## src/rtl/qdt_pkg.sv

```systemverilog
package qdt_pkg;

   // control byte bit positions (decoded by every channel)
   localparam int unsigned QDT_B_CTRL  = 0;
   localparam int unsigned QDT_B_STOP  = 1;
   localparam int unsigned QDT_B_TCNXT = 2;
   localparam int unsigned QDT_B_TSTRT = 3;
   localparam int unsigned QDT_B_EDGE  = 4;
   localparam int unsigned QDT_B_PSEL  = 5;
   localparam int unsigned QDT_B_MODE  = 6;
   localparam int unsigned QDT_B_IE    = 7;

   typedef struct packed {
      logic irq_en;
      logic cnt_mode;
      logic ps_big;
      logic rise_edge;
      logic trig_start;
   } qdt_cfg_t;

   function automatic qdt_cfg_t qdt_decode(input logic [7:0] b);
      qdt_cfg_t c;
      c.irq_en     = b[QDT_B_IE];
      c.cnt_mode   = b[QDT_B_MODE];
      c.ps_big     = b[QDT_B_PSEL];
      c.rise_edge  = b[QDT_B_EDGE];
      c.trig_start = b[QDT_B_TSTRT];
      return c;
   endfunction

endpackage

```

## src/rtl/qdt_trig_sync.sv

```systemverilog
module qdt_trig_sync #(
   parameter int unsigned STAGES = 2
) (
   input  logic clk,
   input  logic rst_n,
   input  logic trg_i,
   input  logic rise_i,
   output logic edge_o
);
   logic [STAGES-1:0] sync_q;
   logic              prev_q;

   generate
      if (STAGES < 2) begin : g_bad_stages
         $error("qdt_trig_sync: STAGES must be at least 2");
      end
   endgenerate

   always_ff @(posedge clk or negedge rst_n) begin
      if (!rst_n) begin
         sync_q <= '0;
         prev_q <= 1'b0;
      end else begin
         sync_q <= {sync_q[STAGES-2:0], trg_i};
         prev_q <= sync_q[STAGES-1];
      end
   end

   assign edge_o = rise_i ? (sync_q[STAGES-1] & ~prev_q)
                          : (~sync_q[STAGES-1] & prev_q);

endmodule

```

## src/rtl/qdt_channel.sv

```systemverilog
module qdt_channel
   import qdt_pkg::*;
#(
   parameter int unsigned DW          = 8,
   parameter int unsigned PS_LO       = 16,
   parameter int unsigned PS_HI       = 256,
   parameter int unsigned SYNC_STAGES = 2
) (
   input  logic          clk,
   input  logic          rst_n,
   input  logic          wr_i,
   input  logic [DW-1:0] data_i,
   input  logic          trg_i,
   output logic          tc_pend_o,
   output logic          ie_o,
   output logic          zc_o
);
   localparam int unsigned CW  = DW + 1;
   localparam int unsigned PSW = $clog2(PS_HI);

   qdt_cfg_t          cfg_q;
   logic              tc_pend_q;
   logic [DW-1:0]     tc_q;
   logic [CW-1:0]     cnt_q;
   logic [PSW-1:0]    ps_q;
   logic              run_q, arm_q, zc_q;
   logic              trg_edge;
   logic [PSW-1:0]    ps_last;
   logic              ps_wrap, load_tc, soft_stop, dec;
   logic [CW-1:0]     reload;

   function automatic logic [CW-1:0] tc_eff(input logic [DW-1:0] v);
      return (v == '0) ? {1'b1, {DW{1'b0}}} : {1'b0, v};
   endfunction

   qdt_trig_sync #(.STAGES(SYNC_STAGES)) sync_i (
      .clk    (clk),
      .rst_n  (rst_n),
      .trg_i  (trg_i),
      .rise_i (cfg_q.rise_edge),
      .edge_o (trg_edge)
   );

   always_comb begin
      ps_last   = cfg_q.ps_big ? PSW'(PS_HI - 1) : PSW'(PS_LO - 1);
      ps_wrap   = (ps_q == ps_last);
      load_tc   = wr_i & tc_pend_q;
      soft_stop = wr_i & ~tc_pend_q & data_i[QDT_B_CTRL] & data_i[QDT_B_STOP];
      dec       = run_q & ~load_tc & ~soft_stop &
                  (cfg_q.cnt_mode ? trg_edge : ps_wrap);
      reload    = tc_eff(tc_q);
   end

   always_ff @(posedge clk or negedge rst_n) begin
      if (!rst_n) begin
         cfg_q     <= '0;
         tc_pend_q <= 1'b0;
         tc_q      <= '0;
         cnt_q     <= '0;
         ps_q      <= '0;
         run_q     <= 1'b0;
         arm_q     <= 1'b0;
         zc_q      <= 1'b0;
      end else begin
         zc_q <= dec && (cnt_q == CW'(1));
         if (wr_i && !tc_pend_q && data_i[QDT_B_CTRL]) begin
            cfg_q     <= qdt_decode(data_i[7:0]);
            tc_pend_q <= data_i[QDT_B_TCNXT];
         end
         if (load_tc) begin
            tc_q      <= data_i;
            cnt_q     <= tc_eff(data_i);
            tc_pend_q <= 1'b0;
            ps_q      <= '0;
            if (!cfg_q.cnt_mode && cfg_q.trig_start) begin
               arm_q <= 1'b1;
               run_q <= 1'b0;
            end else begin
               arm_q <= 1'b0;
               run_q <= 1'b1;
            end
         end else if (soft_stop) begin
            run_q <= 1'b0;
            arm_q <= 1'b0;
            ps_q  <= '0;
         end else begin
            if (arm_q && trg_edge) begin
               run_q <= 1'b1;
               arm_q <= 1'b0;
               ps_q  <= '0;
            end else if (run_q && !cfg_q.cnt_mode) begin
               ps_q <= ps_wrap ? '0 : ps_q + PSW'(1);
            end
            if (dec) begin
               cnt_q <= (cnt_q == CW'(1)) ? reload : cnt_q - CW'(1);
            end
         end
      end
   end

   assign tc_pend_o = tc_pend_q;
   assign ie_o      = cfg_q.irq_en;
   assign zc_o      = zc_q;

   // a stopped channel produces no strobe in the next cycle
   a_r8_stopped_silent: assert property (@(posedge clk) disable iff (!rst_n)
      !run_q |=> !zc_q);
   // a running channel never holds a zero count
   a_r4_count_nonzero: assert property (@(posedge clk) disable iff (!rst_n)
      run_q |-> (cnt_q != '0));
   // the last decrement reloads the stored constant
   a_r13_auto_reload: assert property (@(posedge clk) disable iff (!rst_n)
      (dec && cnt_q == CW'(1)) |=> (cnt_q == $past(reload)));
   // an armed timer stays idle until its trigger edge
   a_r6_wait_trigger: assert property (@(posedge clk) disable iff (!rst_n)
      (arm_q && !trg_edge && !wr_i) |=> !run_q);

endmodule

```

## src/rtl/qdt_irq.sv

```systemverilog
module qdt_irq #(
   parameter int unsigned N_CH = 4,
   parameter int unsigned DW   = 8
) (
   input  logic            clk,
   input  logic            rst_n,
   input  logic [N_CH-1:0] zc_i,
   input  logic [N_CH-1:0] ie_i,
   input  logic            ack_i,
   input  logic            vec_wr_i,
   input  logic [DW-1:0]   vec_data_i,
   output logic            req_o,
   output logic [DW-1:0]   vec_o
);
   localparam int unsigned IDX_W = 2;
   localparam int unsigned BW    = DW - IDX_W - 1;

   logic [N_CH-1:0]  pend_q, set_v, sel_oh;
   logic [IDX_W-1:0] sel_idx;
   logic [BW-1:0]    base_q;

   always_comb begin
      sel_idx = '0;
      sel_oh  = '0;
      for (int i = N_CH - 1; i >= 0; i--) begin
         if (pend_q[i]) begin
            sel_idx = IDX_W'(i);
            sel_oh  = N_CH'(1) << i;
         end
      end
      set_v = zc_i & ie_i;
   end

   always_ff @(posedge clk or negedge rst_n) begin
      if (!rst_n) begin
         pend_q <= '0;
         base_q <= '0;
      end else begin
         pend_q <= (pend_q & ~(ack_i ? sel_oh : '0)) | set_v;
         if (vec_wr_i) base_q <= vec_data_i[DW-1:IDX_W+1];
      end
   end

   assign req_o = |pend_q;
   assign vec_o = {base_q, sel_idx, 1'b0};

   // a request appears only after an enabled zero count
   a_r10_req_from_event: assert property (@(posedge clk) disable iff (!rst_n)
      $rose(req_o) |-> $past(|(zc_i & ie_i)));
   // acknowledging the only pending channel drops the request
   a_r11_single_ack: assert property (@(posedge clk) disable iff (!rst_n)
      (ack_i && $countones(pend_q) == 1 && !(|set_v)) |=> !req_o);
   // at most one channel presented
   a_r11_one_presented: assert property (@(posedge clk) disable iff (!rst_n)
      $onehot0(sel_oh));
   // the base moves only on a vector write
   a_r9_base_holds: assert property (@(posedge clk) disable iff (!rst_n)
      !vec_wr_i |=> $stable(base_q));

endmodule

```

## src/rtl/quad_down_timer.sv

```systemverilog
module quad_down_timer #(
   parameter int unsigned N_CH        = 4,
   parameter int unsigned DW          = 8,
   parameter int unsigned PS_LO       = 16,
   parameter int unsigned PS_HI       = 256,
   parameter int unsigned SYNC_STAGES = 2,
   localparam int unsigned SEL_W      = $clog2(N_CH)
) (
   input  logic             clk,
   input  logic             rst_n,
   input  logic             wr_en,
   input  logic [SEL_W-1:0] wr_sel,
   input  logic [DW-1:0]    wr_data,
   input  logic [N_CH-1:0]  trg_in,
   input  logic             irq_ack,
   output logic [N_CH-2:0]  zc_out,
   output logic             irq_req,
   output logic [DW-1:0]    irq_vec
);
   logic [N_CH-1:0] tc_pend, ie, zc;
   logic            vec_wr;

   generate
      if (N_CH < 2 || N_CH > 4) begin : g_bad_nch
         $error("quad_down_timer: N_CH must be 2 to 4");
      end
      if (DW < 8) begin : g_bad_dw
         $error("quad_down_timer: DW must be at least 8");
      end
      if ((PS_LO & (PS_LO - 1)) != 0 || (PS_HI & (PS_HI - 1)) != 0) begin : g_bad_ps
         $error("quad_down_timer: prescalers must be powers of two");
      end
      if (PS_HI <= PS_LO || PS_LO < 2) begin : g_bad_order
         $error("quad_down_timer: PS_HI must exceed PS_LO >= 2");
      end

      for (genvar c = 0; c < N_CH; c++) begin : g_ch
         qdt_channel #(
            .DW          (DW),
            .PS_LO       (PS_LO),
            .PS_HI       (PS_HI),
            .SYNC_STAGES (SYNC_STAGES)
         ) ch_i (
            .clk       (clk),
            .rst_n     (rst_n),
            .wr_i      (wr_en && (wr_sel == SEL_W'(c))),
            .data_i    (wr_data),
            .trg_i     (trg_in[c]),
            .tc_pend_o (tc_pend[c]),
            .ie_o      (ie[c]),
            .zc_o      (zc[c])
         );
         if (c < N_CH - 1) begin : g_pin
            assign zc_out[c] = zc[c];
         end
      end
   endgenerate

   assign vec_wr = wr_en && (wr_sel == '0) && !wr_data[0] && !tc_pend[0];

   qdt_irq #(.N_CH(N_CH), .DW(DW)) irq_i (
      .clk        (clk),
      .rst_n      (rst_n),
      .zc_i       (zc),
      .ie_i       (ie),
      .ack_i      (irq_ack),
      .vec_wr_i   (vec_wr),
      .vec_data_i (wr_data),
      .req_o      (irq_req),
      .vec_o      (irq_vec)
   );

   // no strobe or request while reset is applied
   a_r1_quiet_in_reset: assert property (@(posedge clk)
      !rst_n |=> (zc_out == '0 && !irq_req));

endmodule

```

## config.mk

```make
export PLATFORM = sky130hd
export DESIGN_NAME = quad_down_timer
export DESIGN_NICKNAME = d
export VERILOG_FILES = /design/src/rtl/qdt_pkg.sv /design/src/rtl/qdt_trig_sync.sv /design/src/rtl/qdt_channel.sv /design/src/rtl/qdt_irq.sv /design/src/rtl/quad_down_timer.sv
export SDC_FILE = /design/constraint.sdc
export NUM_CORES = 1
export LEC_CHECK = 0
export ABC_CLOCK_PERIOD_IN_PS = 1900
export BUFFER_PORTS_ARGS = -buffer_cell sky130_fd_sc_hd__buf_4
export CAP_MARGIN = 40
export CORE_MARGIN = 5
export CORE_UTILIZATION = 50
export DETAILED_ROUTE_END_ITERATION = 8
export MAX_ROUTING_LAYER = met4
export PLACE_DENSITY = 0.74
export SYNTH_ARGS = -nofsm -noshare
export SYNTH_HDL_FRONTEND = slang
export SYNTH_HIERARCHICAL = 1
export SYNTH_SLANG_ARGS = --single-unit
```

## constraint.sdc

```tcl
create_clock -name clk -period 1.9 [get_ports clk]
set_input_delay 0.095 -clock clk [delete_from_list [all_inputs] [get_ports clk]]
set_output_delay 0.095 -clock clk [all_outputs]
set_load 0.01 [all_outputs]
```

Yosys cells after proc, flatten, opt, wreduce, memory -nomap -nowiden --
Index checks and enable logic that the tools add are counted.
Operators by class: div/mod/pow operators 0, order comparisons 0, multiplexer cells 102, reduce and logical (&&, ||, !) cells 66, multiply operators 0, shift operators 0, bitwise operators 60, $add $sub $neg 8, equality and inequality tests 15
Operators by type and width (count):
- $mux W8 | 24
- $mux W9 | 21
- $mux W1 | 48
- $logic_not A8 Y1 | 5
- $and A1 B1 Y1 | 36
- $eq A9 B1 Y1 const B | 4
- $sub A9 B1 Y9 const B | 4
- $add A8 B1 Y8 const B | 4
- $eq A8 B8 Y1 | 4
- $logic_and A1 B1 Y1 | 30
- $mux W4 | 5
- $not A1 Y1 | 20
- $reduce_bool A2 Y1 | 8
- $reduce_bool A4 Y1 | 4
- $reduce_bool A3 Y1 | 4
- $logic_not A1 Y1 | 9
- $and A4 B4 Y4 | 2
- $mux W2 | 4
- $ne A2 B1 Y1 const B | 4
- $reduce_and A2 Y1 | 4
- $eq A2 B2 Y1 const B | 2
- $not A4 Y4 | 1
- $or A4 B4 Y4 | 1
- $reduce_or A4 Y1 | 1
- 2 further kinds | 2
Storage, ports and cells: bits of input ports 18, memory bits (read-only) 0, register bits 157, output and inout bits 12, memory bits (writable) 0, memories kept 0, bits in latches 0

Longest topological paths before layout --
Gate-level depths: netlist of run 1.
depth in word-level cells 11, mapped depth 9, gate-level depth less buffers 7

Cells and area by module --
Netlist of run 1, hierarchy kept.
By module, submodules not included:
- qdt_channel at g_ch[0].ch_i ... | cells each 194, instances 3, area each 1861.8 µm²
- qdt_channel at g_ch[3].ch_i | cells each 199, instances 1, area each 1879.3 µm²
- qdt_trig_sync | cells each 6, instances 4, area each 97.6 µm²
- qdt_irq | cells each 32, instances 1, area each 386.6 µm²
- quad_down_timer | cells each 11, instances 1, area each 71.3 µm²

Worst setup path after synthesis of run 1 --
Ideal clock, no wire load.
kind reg-to-reg, start register g_ch[3].ch_i.ps_q[0], end register g_ch[3].ch_i.cnt_q[3], period minus slack after synthesis 1.875 ns, data required time 1.769 ns, data arrival time 1.744 ns, library setup time 0.131 ns, path slack 0.025 ns, buffers on the path 2, cell stages (with the launch flop) 9, cells stage by stage dfrtp_1 -> ha_1 -> and3_1 -> buf_2 -> and2b_1 -> a311o_1 -> buf_2 -> nor2_1 -> a31oi_1
On the way: longest elaborated chain between the ends 5
RTL lines:
- start, declared | line qdt_channel.sv:25 | logic [PSW-1:0] ps_q;
- start signal, assigned | line qdt_channel.sv:92 | ps_q <= ps_wrap ? '0 : ps_q + PSW'(1);
- $eq A8 B8 Y1 | line qdt_channel.sv:46 | ps_wrap = (ps_q == ps_last);
- $mux W1 | line qdt_channel.sv:50 | (cfg_q.cnt_mode ? trg_edge : ps_wrap);
- $and A1 B1 Y1 | line qdt_channel.sv:49 | dec = run_q & ~load_tc & ~soft_stop &
- $reduce_bool A2 Y1 (no line)
- $reduce_and A2 Y1 (no line)
- end signal, assigned | line qdt_channel.sv:72 | cnt_q <= tc_eff(data_i);
- end signal, assigned | line qdt_channel.sv:95 | cnt_q <= (cnt_q == CW'(1)) ? reload : cnt_q - CW'(1);
- end, declared | line qdt_channel.sv:24 | logic [CW-1:0] cnt_q;
No other way between the ends. A chain may end at the register's enable or synchronous reset.

Worst setup path after layout of run 1 --
start register g_ch[0].ch_i.ps_q[1], end register g_ch[0].ch_i.cnt_q[3]
On the way: longest elaborated chain between the ends 5
RTL lines (line):
- start, declared | qdt_channel.sv:25
- start signal, assigned | qdt_channel.sv:92
- $eq A8 B8 Y1 | qdt_channel.sv:46
- $mux W1 | qdt_channel.sv:50
- $and A1 B1 Y1 | qdt_channel.sv:49
- $reduce_bool A2 Y1 (no line)
- $reduce_and A2 Y1 (no line)
- end signal, assigned | qdt_channel.sv:72
- end signal, assigned | qdt_channel.sv:95
- end, declared | qdt_channel.sv:24
No other way between the ends.

==> results of run 1 <==
[worst max-delay path: stages (launching register included)]
cell and delay, ns:
dfrtp_1 0.41, ha_2 0.19, and3_1 0.19, and2b_1 0.18, a311o_1 0.39, buf_4 0.19
nor2_1 0.10, a31oi_1 0.05
[routing by layer]
metal | wire (µm) | track usage | share of wire | up-vias
li1 | - | - | - | 3333
met1 | 8996 | 0.2787 | 0.45 | 3381
met2 | 9836 | 0.3467 | 0.49 | 144
met3 | 817 | 0.04517 | 0.041 | 41
met4 | 515 | 0.07673 | 0.026 | 0
met5 | 0 | - | 0 | -
[what timing repair did]
| action | 4_1_cts | 5_1_grt |
|---|---|---|
| hold endpoints to repair | 163 | 0 |
| gates resized for setup | 3 | 9 |
| gates cloned | 0 | 1 |
| hold buffers | 6 | 0 |
| pin swaps | 0 | 5 |
| endpoints found under the setup margin | 4 | 28 |
| buffers inserted | 0 | 2 |
[cells in the final DEF, fill, tap and decap left out, drive strengths merged, types with 20 or more instances in the layout]
cell / n
a21oi: 34
a31oi: 35
buf: 103
dfrtp: 157
inv: 39
mux2: 26
nand2: 132
nand3: 21
nor2: 60
nor3: 20
nor4: 21
o211ai: 23
o21ai: 31
o31ai: 20
[sequential cells by signal, summed over array words and instances, names as in the netlist]
signal                   count
g_ch.ch_i/run_q              4
g_ch.ch_i/sync_i/prev_q      4
irq_i/base_q                 5
g_ch.ch_i/zc_o               4
g_ch.ch_i/tc_q              32
g_ch.ch_i/cfg_q             16
irq_i/pend_q                 4
g_ch.ch_i/cnt_q             36
g_ch.ch_i/ie_o               4
g_ch.ch_i/tc_pend_o          4
g_ch.ch_i/arm_q              4
g_ch.ch_i/sync_i/sync_q      8
g_ch.ch_i/ps_q              32
[cell type report]
type                    count  area share
clock buffers              17     0.04260
clock inverters            15     0.01829
inverters                  33     0.01240
multi-input cells         634      0.4178
flip-flops and latches    157      0.3934
well taps                 220     0.02756
repair buffers            109     0.08795
[kinds of logic after synthesis]
| kind of cell | after synthesis |
|---|---|
| simple gates | 339 |
| buf+inv | 58 |
| mux | 34 |
| fa+ha+maj | 12 |
| other cells | 1 |
| xor+xnor | 20 |
| compound gates | 227 |
| flops | 157 |
[through the flow]
stage	hold slack, ns	util	setup WS [ns]
6_report	0.04186	0.6065	0.09419
5_1_grt	0.03356	0.6065	-0.03527
4_1_cts	0.02191	0.6025	0.05041
3_5_place_dp	0.01727	0.5617	-0.02094
3_3_place_gp	0.02232	0.5617	0.01530
2_1_floorplan	-0.2006	-	0.02519
[how the worst max path moves through the flow]
stage                                       end  slack [ns]
after floorplan           g_ch[3].ch_i/cnt_q[3]        0.03
after global placement    g_ch[1].ch_i/cnt_q[8]        0.02
after detailed placement  g_ch[2].ch_i/cnt_q[8]       -0.02
after CTS                 g_ch[0].ch_i/cnt_q[3]        0.05
after global routing      g_ch[2].ch_i/cnt_q[7]       -0.04
final                     g_ch[0].ch_i/cnt_q[3]        0.09
[power breakdown]
group          internal, mW  switching [mW]  leakage, nW
sequential             4.33            1.02         1.92
combinational          1.97            2.00         2.21
clock                  2.09            1.46        0.293
total                  8.39            4.48         4.42
==> results_dict.tcl, run 1 <==
set metrics [dict create \
    status "finished clean" \
    dp_hpwl_um 13650 \
    crit_start "g_ch[0].ch_i/ps_q[1]" \
    wl_per_cell_um 17.02 \
    syn_inst 848 \
    path_class "register to register" \
    multiInputGateArea_um2 4173 \
    whs_path_depth 3 \
    clkTransAtPathRegs_ns 0.06 \
    die_h_um 138.9 \
    routed_wirelength_um 20170 \
    r2r-start "g_ch[0].ch_i/ps_q[1]" \
    diodes 0 \
    cts_sinks 157 \
    synth_fa_ha_area_frac 0.01806 \
    htreeDepth 4 \
    worst_r2r_endpoint "g_ch[0].ch_i/cnt_q[3]" \
    place.gp.congestion 0.9155 \
    hold_class "input pin to register" \
    rows 47 \
    endpoint_kind "register" \
    fmax_ghz 0.5538 \
    synth_seq_cells 157 \
    r2r_cells 7 \
    drt_iter0_markers 510 \
    holdPathEnd "g_ch[2].ch_i/tc_q[2]" \
    drive_gt1_frac 0.2155 \
    synth_simple_gate_area_frac 0.2054 \
    final_antenna_net_count 0 \
    fin_skew_ns 0.01325 \
    finalSetupViolCount 0 \
    synth_area_um2 8313 \
    synth-compound-area-share 0.2059 \
    power_density_nw_per_um2 1288 \
    grt_pass1_vias 6783 \
    nNetsFinal 982 \
    synth_most_common_cell "dfrtp_1" \
    synth_nets 878 \
    die_w_um 138.9 \
    ir_drop_mv 0.8242 \
    clockBufferDepth 2 \
    yosysSeqAreaShare 0.4726 \
    clockRootBuffer "clkbuf_16" \
    synth_area_leaders "dfrtp_1, nand2_1, mux2_2" \
    gr-total-overflow 0 \
    synth_top_family_by_area "compound AO/OA/AOI/OAI gates" \
    yosys_warnings 6 \
    grt_pass1_wl_um 33550 \
    r2r_slack_ns 0.09 \
    synth_cell_types 62 \
    num_vias 6899 \
    clock_latency_ns 0.44 \
    fp.dieArea_um2 19300 \
    slew_viol_final 0 \
    cts_tree "built" \
    synth.area.mux_share 0.04485 \
    cts_buffers 17 \
    power_mw 12.87 \
    fin_tns_setup_ns 0 \
    yosysTopAreaCell "dfrtp_1" \
    hold_viol_final 0 \
    filler_cell_count 1418 \
    drc 0 \
    maxSlewHeadroom 0.5761 \
    required_ns 2.22 \
    yosysTopAreaCellShare 0.4726 \
    leakagePower_nw 4.417 \
    regArea_um2 3929 \
    startpoint_type "register" \
    synthArstFlopShare 1.000 \
    cp_max_fo 6 \
    postSynthAreaPerCell_um2 9.803 \
    yosys-top-cells-count "dfrtp_1, nand2_1, nor2_1" \
    finalNonFillerCells 1185 \
    coreArea_um2 16470 \
    fin_area_um2 9987 \
    synth_xor_area_frac 0.02107 \
    io_pins 30 \
    finalCriticalPeriod_ns 1.806 \
    place_inst 1144 \
    synth-edff-count 0 \
    area_growth_pct 20.14 \
    track_usage 0.2180 \
    initial_core_util 0.5049 \
    worstMarginPinSlew_ns 0.6343 \
    grt_antenna_before_repair 0 \
    portBuffers 28 \
    postPlaceCellArea_um2 9249 \
    holdCritStartpoint "wr_data[2]" \
    synth-main-ff-cell "dfrtp_1" \
    avgViaCountPerCell 5.822 \
    firstDrtPassIters 5 \
    cp.arrival_ns 2.12 \
    grt_start_max_net_pins 59 \
    period_share 0.9504 \
    max_cap_viol_count 0 \
]
Note: power is estimated with default switching activity, not from simulation.
==> run 2, diff against run 1 <==
--- a/config.mk
+++ b/config.mk
@@ -9,9 +9,10 @@
 export BUFFER_PORTS_ARGS = -buffer_cell sky130_fd_sc_hd__buf_4
 export CAP_MARGIN = 40
+export CORE_ASPECT_RATIO = 1.5
 export CORE_MARGIN = 5
 export CORE_UTILIZATION = 50
 export DETAILED_ROUTE_END_ITERATION = 8
 export MAX_ROUTING_LAYER = met4
-export PLACE_DENSITY = 0.74
+export PLACE_DENSITY = 0.69
 export SYNTH_ARGS = -nofsm -noshare
 export SYNTH_HDL_FRONTEND = slang
==> constraint.sdc (replaced) <==
create_clock -name clk -period 1.9 [get_ports clk]
set_input_delay 0.095 -clock clk [delete_from_list [all_inputs] [get_ports clk]]
set_output_delay 0.095 -clock clk [all_outputs]
set_load 0.005 [all_outputs]
==> run 2 against run 1 <==
Against the previous run:
- worst setup slack got worse by 0.039 ns
- maximum frequency decreased by 2.1%
- final cell count decreased by 2.2%
- first-iteration DRC count decreased by 26%
- die area increased by 0.28%
- critical path depth decreased by 1
- via count decreased by 0.41%
- global-route usage increased by 1.1 points
==> results_dict.tcl, run 2 (synthesis gave the netlist of run 1 again) <==
set metrics [dict create \
    layout_commonest_cell "dfrtp_1" \
    drc 0 \
    worst_r2r_endpoint "g_ch[2].ch_i/cnt_q[3]" \
    fmax_ghz 0.5421 \
    cp_max_fo 7 \
    grt_pass1_wl_um 34660 \
    met3_usage 0.04165 \
    fin_tns_setup_ns 0 \
    gr-total-overflow 0 \
    firstDrtPassIters 5 \
    hold_viol_final 0 \
    startpoint_type "register" \
    fin_skew_ns 0.008140 \
    met1_usage 0.2689 \
    final_cell_mix "dfrtp_1, nand2_1, buf_4, nor2_1, inv_1" \
    holdCritStartpoint "wr_data[3]" \
    final_antenna_net_count 0 \
    rsz0062_at_grt "true" \
    num_vias 6871 \
    nNetsFinal 970 \
    place.gp.congestion 0.8922 \
    area_growth_pct 19.46 \
    reg_top3 "g_ch.ch_i/cnt_q (36), g_ch.ch_i/ps_q (32), g_ch.ch_i/tc_q (32)" \
    maxSlewHeadroom 0.5338 \
    r2r_slack_ns 0.06 \
    diodes 0 \
    cp.arrival_ns 2.12 \
    holdPathEnd "g_ch[1].ch_i/tc_q[3]" \
    largest_reg_flops 36 \
    whs_path_depth 3 \
    initial_core_util 0.5112 \
    dp_hpwl_um 14080 \
    fp.dieArea_um2 19360 \
    finalCriticalPeriod_ns 1.845 \
    ir_drop_mv 0.7550 \
    power_density_nw_per_um2 1331 \
    clockRootBuffer "clkbuf_16" \
    max_cap_viol_count 0 \
    routed_wirelength_um 20450 \
    busiest_layer "met2" \
    worstMarginPinSlew_ns 0.6968 \
    period_share 0.9708 \
    drt_iter0_markers 376 \
    endpoint_kind "register" \
    leakagePower_nw 4.396 \
    wl_per_cell_um 17.64 \
    cts_sinks 157 \
    final_util 0.6107 \
    hold_class "input pin to register" \
    finalNonFillerCells 1159 \
    multiInputGateArea_um2 4173 \
    regMostFlops "g_ch.ch_i/cnt_q" \
    clock_latency_ns 0.43 \
    coreArea_um2 16260 \
    grt_start_max_net_pins 53 \
    use_met2 0.3909 \
    cts_tree "built" \
    rows 57 \
    drive_gt1_frac 0.1952 \
    avgViaCountPerCell 5.928 \
    required_ns 2.18 \
    cts_buffers 17 \
    track_usage 0.2287 \
    r2r-start "g_ch[2].ch_i/ps_q[1]" \
    place_inst 1119 \
    clockBufferDepth 2 \
    die_w_um 115.3 \
    status "finished clean" \
    grt_pass1_vias 7090 \
    filler_cell_count 1388 \
    io_pins 30 \
    portBuffers 28 \
    path_class "register to register" \
    grt_antenna_before_repair 0 \
    regArea_um2 3929 \
    r2r_cells 6 \
    slew_viol_final 0 \
    die_h_um 167.9 \
    htreeDepth 4 \
    clkTransAtPathRegs_ns 0.06 \
    finalSetupViolCount 0 \
]
[run 2: cell types whose count changed in the layout (fill, tap and decap cells not counted), sizes merged]
| cell | before | now |
|---|---|---|
| buf | 103 | 91 |
| inv | 39 | 34 |
| clkbuf | 17 | 21 |
| bufinv | 3 | 6 |
| clkinvlp | 3 | 0 |
| clkinv | 3 | 4 |
[run 2: worst max-delay path, stage by stage, from the launching register on]
cell,delay (ns)
dfrtp_1,0.40
ha_1,0.20
and3_1,0.19
and2b_1,0.21
a311o_2,0.46
nor2_1,0.15
a31oi_1,0.07
[run 2: worst max path at each step]
stage | startpoint | to | slack, ns
4_1_cts | g_ch[1].ch_i/ps_q[1] | g_ch[1].ch_i/cnt_q[8] | 0.002
2_1_floorplan | g_ch[3].ch_i/ps_q[0] | g_ch[3].ch_i/cnt_q[3] | 0.03
5_1_grt | g_ch[2].ch_i/ps_q[1] | g_ch[2].ch_i/cnt_q[3] | -0.02
3_5_place_dp | g_ch[1].ch_i/ps_q[1] | g_ch[1].ch_i/cnt_q[8] | -0.002
6_report | g_ch[2].ch_i/ps_q[1] | g_ch[2].ch_i/cnt_q[3] | 0.06
3_3_place_gp | g_ch[1].ch_i/ps_q[1] | g_ch[1].ch_i/cnt_q[8] | 0.04
[run 2: layout make-up]
| class | count | area share |
|---|---|---|
| Multi-Input combinational cell | 634 | 0.4202 |
| Sequential cell | 157 | 0.3956 |
| Timing Repair Buffer | 97 | 0.07900 |
| Clock buffer | 21 | 0.04536 |
| Tap cell | 206 | 0.02595 |
| Clock inverter | 11 | 0.02142 |
| Inverter | 33 | 0.01247 |
[run 2: stage by stage]
stage / power, mW / hold WS, ns / instance area [µm²] / worst slack [ns]
floorplan: 7.856 / -0.2006 / 8313 / 0.02519
global placement: 9.160 / 0.07444 / 9149 / 0.04416
detailed placement: 9.271 / 0.07294 / 9149 / -0.001579
CTS: 13.20 / 0.02962 / 9873 / 0.002322
global route: 14.08 / 0.04237 / 9931 / -0.02074
finish: 13.22 / 0.04627 / 9931 / 0.05543
[run 2: metal layers]
layer  part of all wire  routed length (µm)
met5                  0                   0
met4              0.023                 480
met3              0.046                 943
met2               0.53               10760
met1               0.40                8268
[run 2: repair_timing]
action	CTS	global route
endpoints found under the setup margin	1	16
gates cloned	0	1
hold buffers	6	0
gates resized for setup	1	6
pin swaps	0	4
endpoints found under the hold margin	54	0
setup buffers	0	1
[run 2: power breakdown]
group | total [mW] | internal, mW | switching [mW]
clock | 3.88 | 2.50 | 1.38
sequential | 5.40 | 4.33 | 1.07
combinational | 3.94 | 1.96 | 1.98
total | 13.2 | 8.79 | 4.43
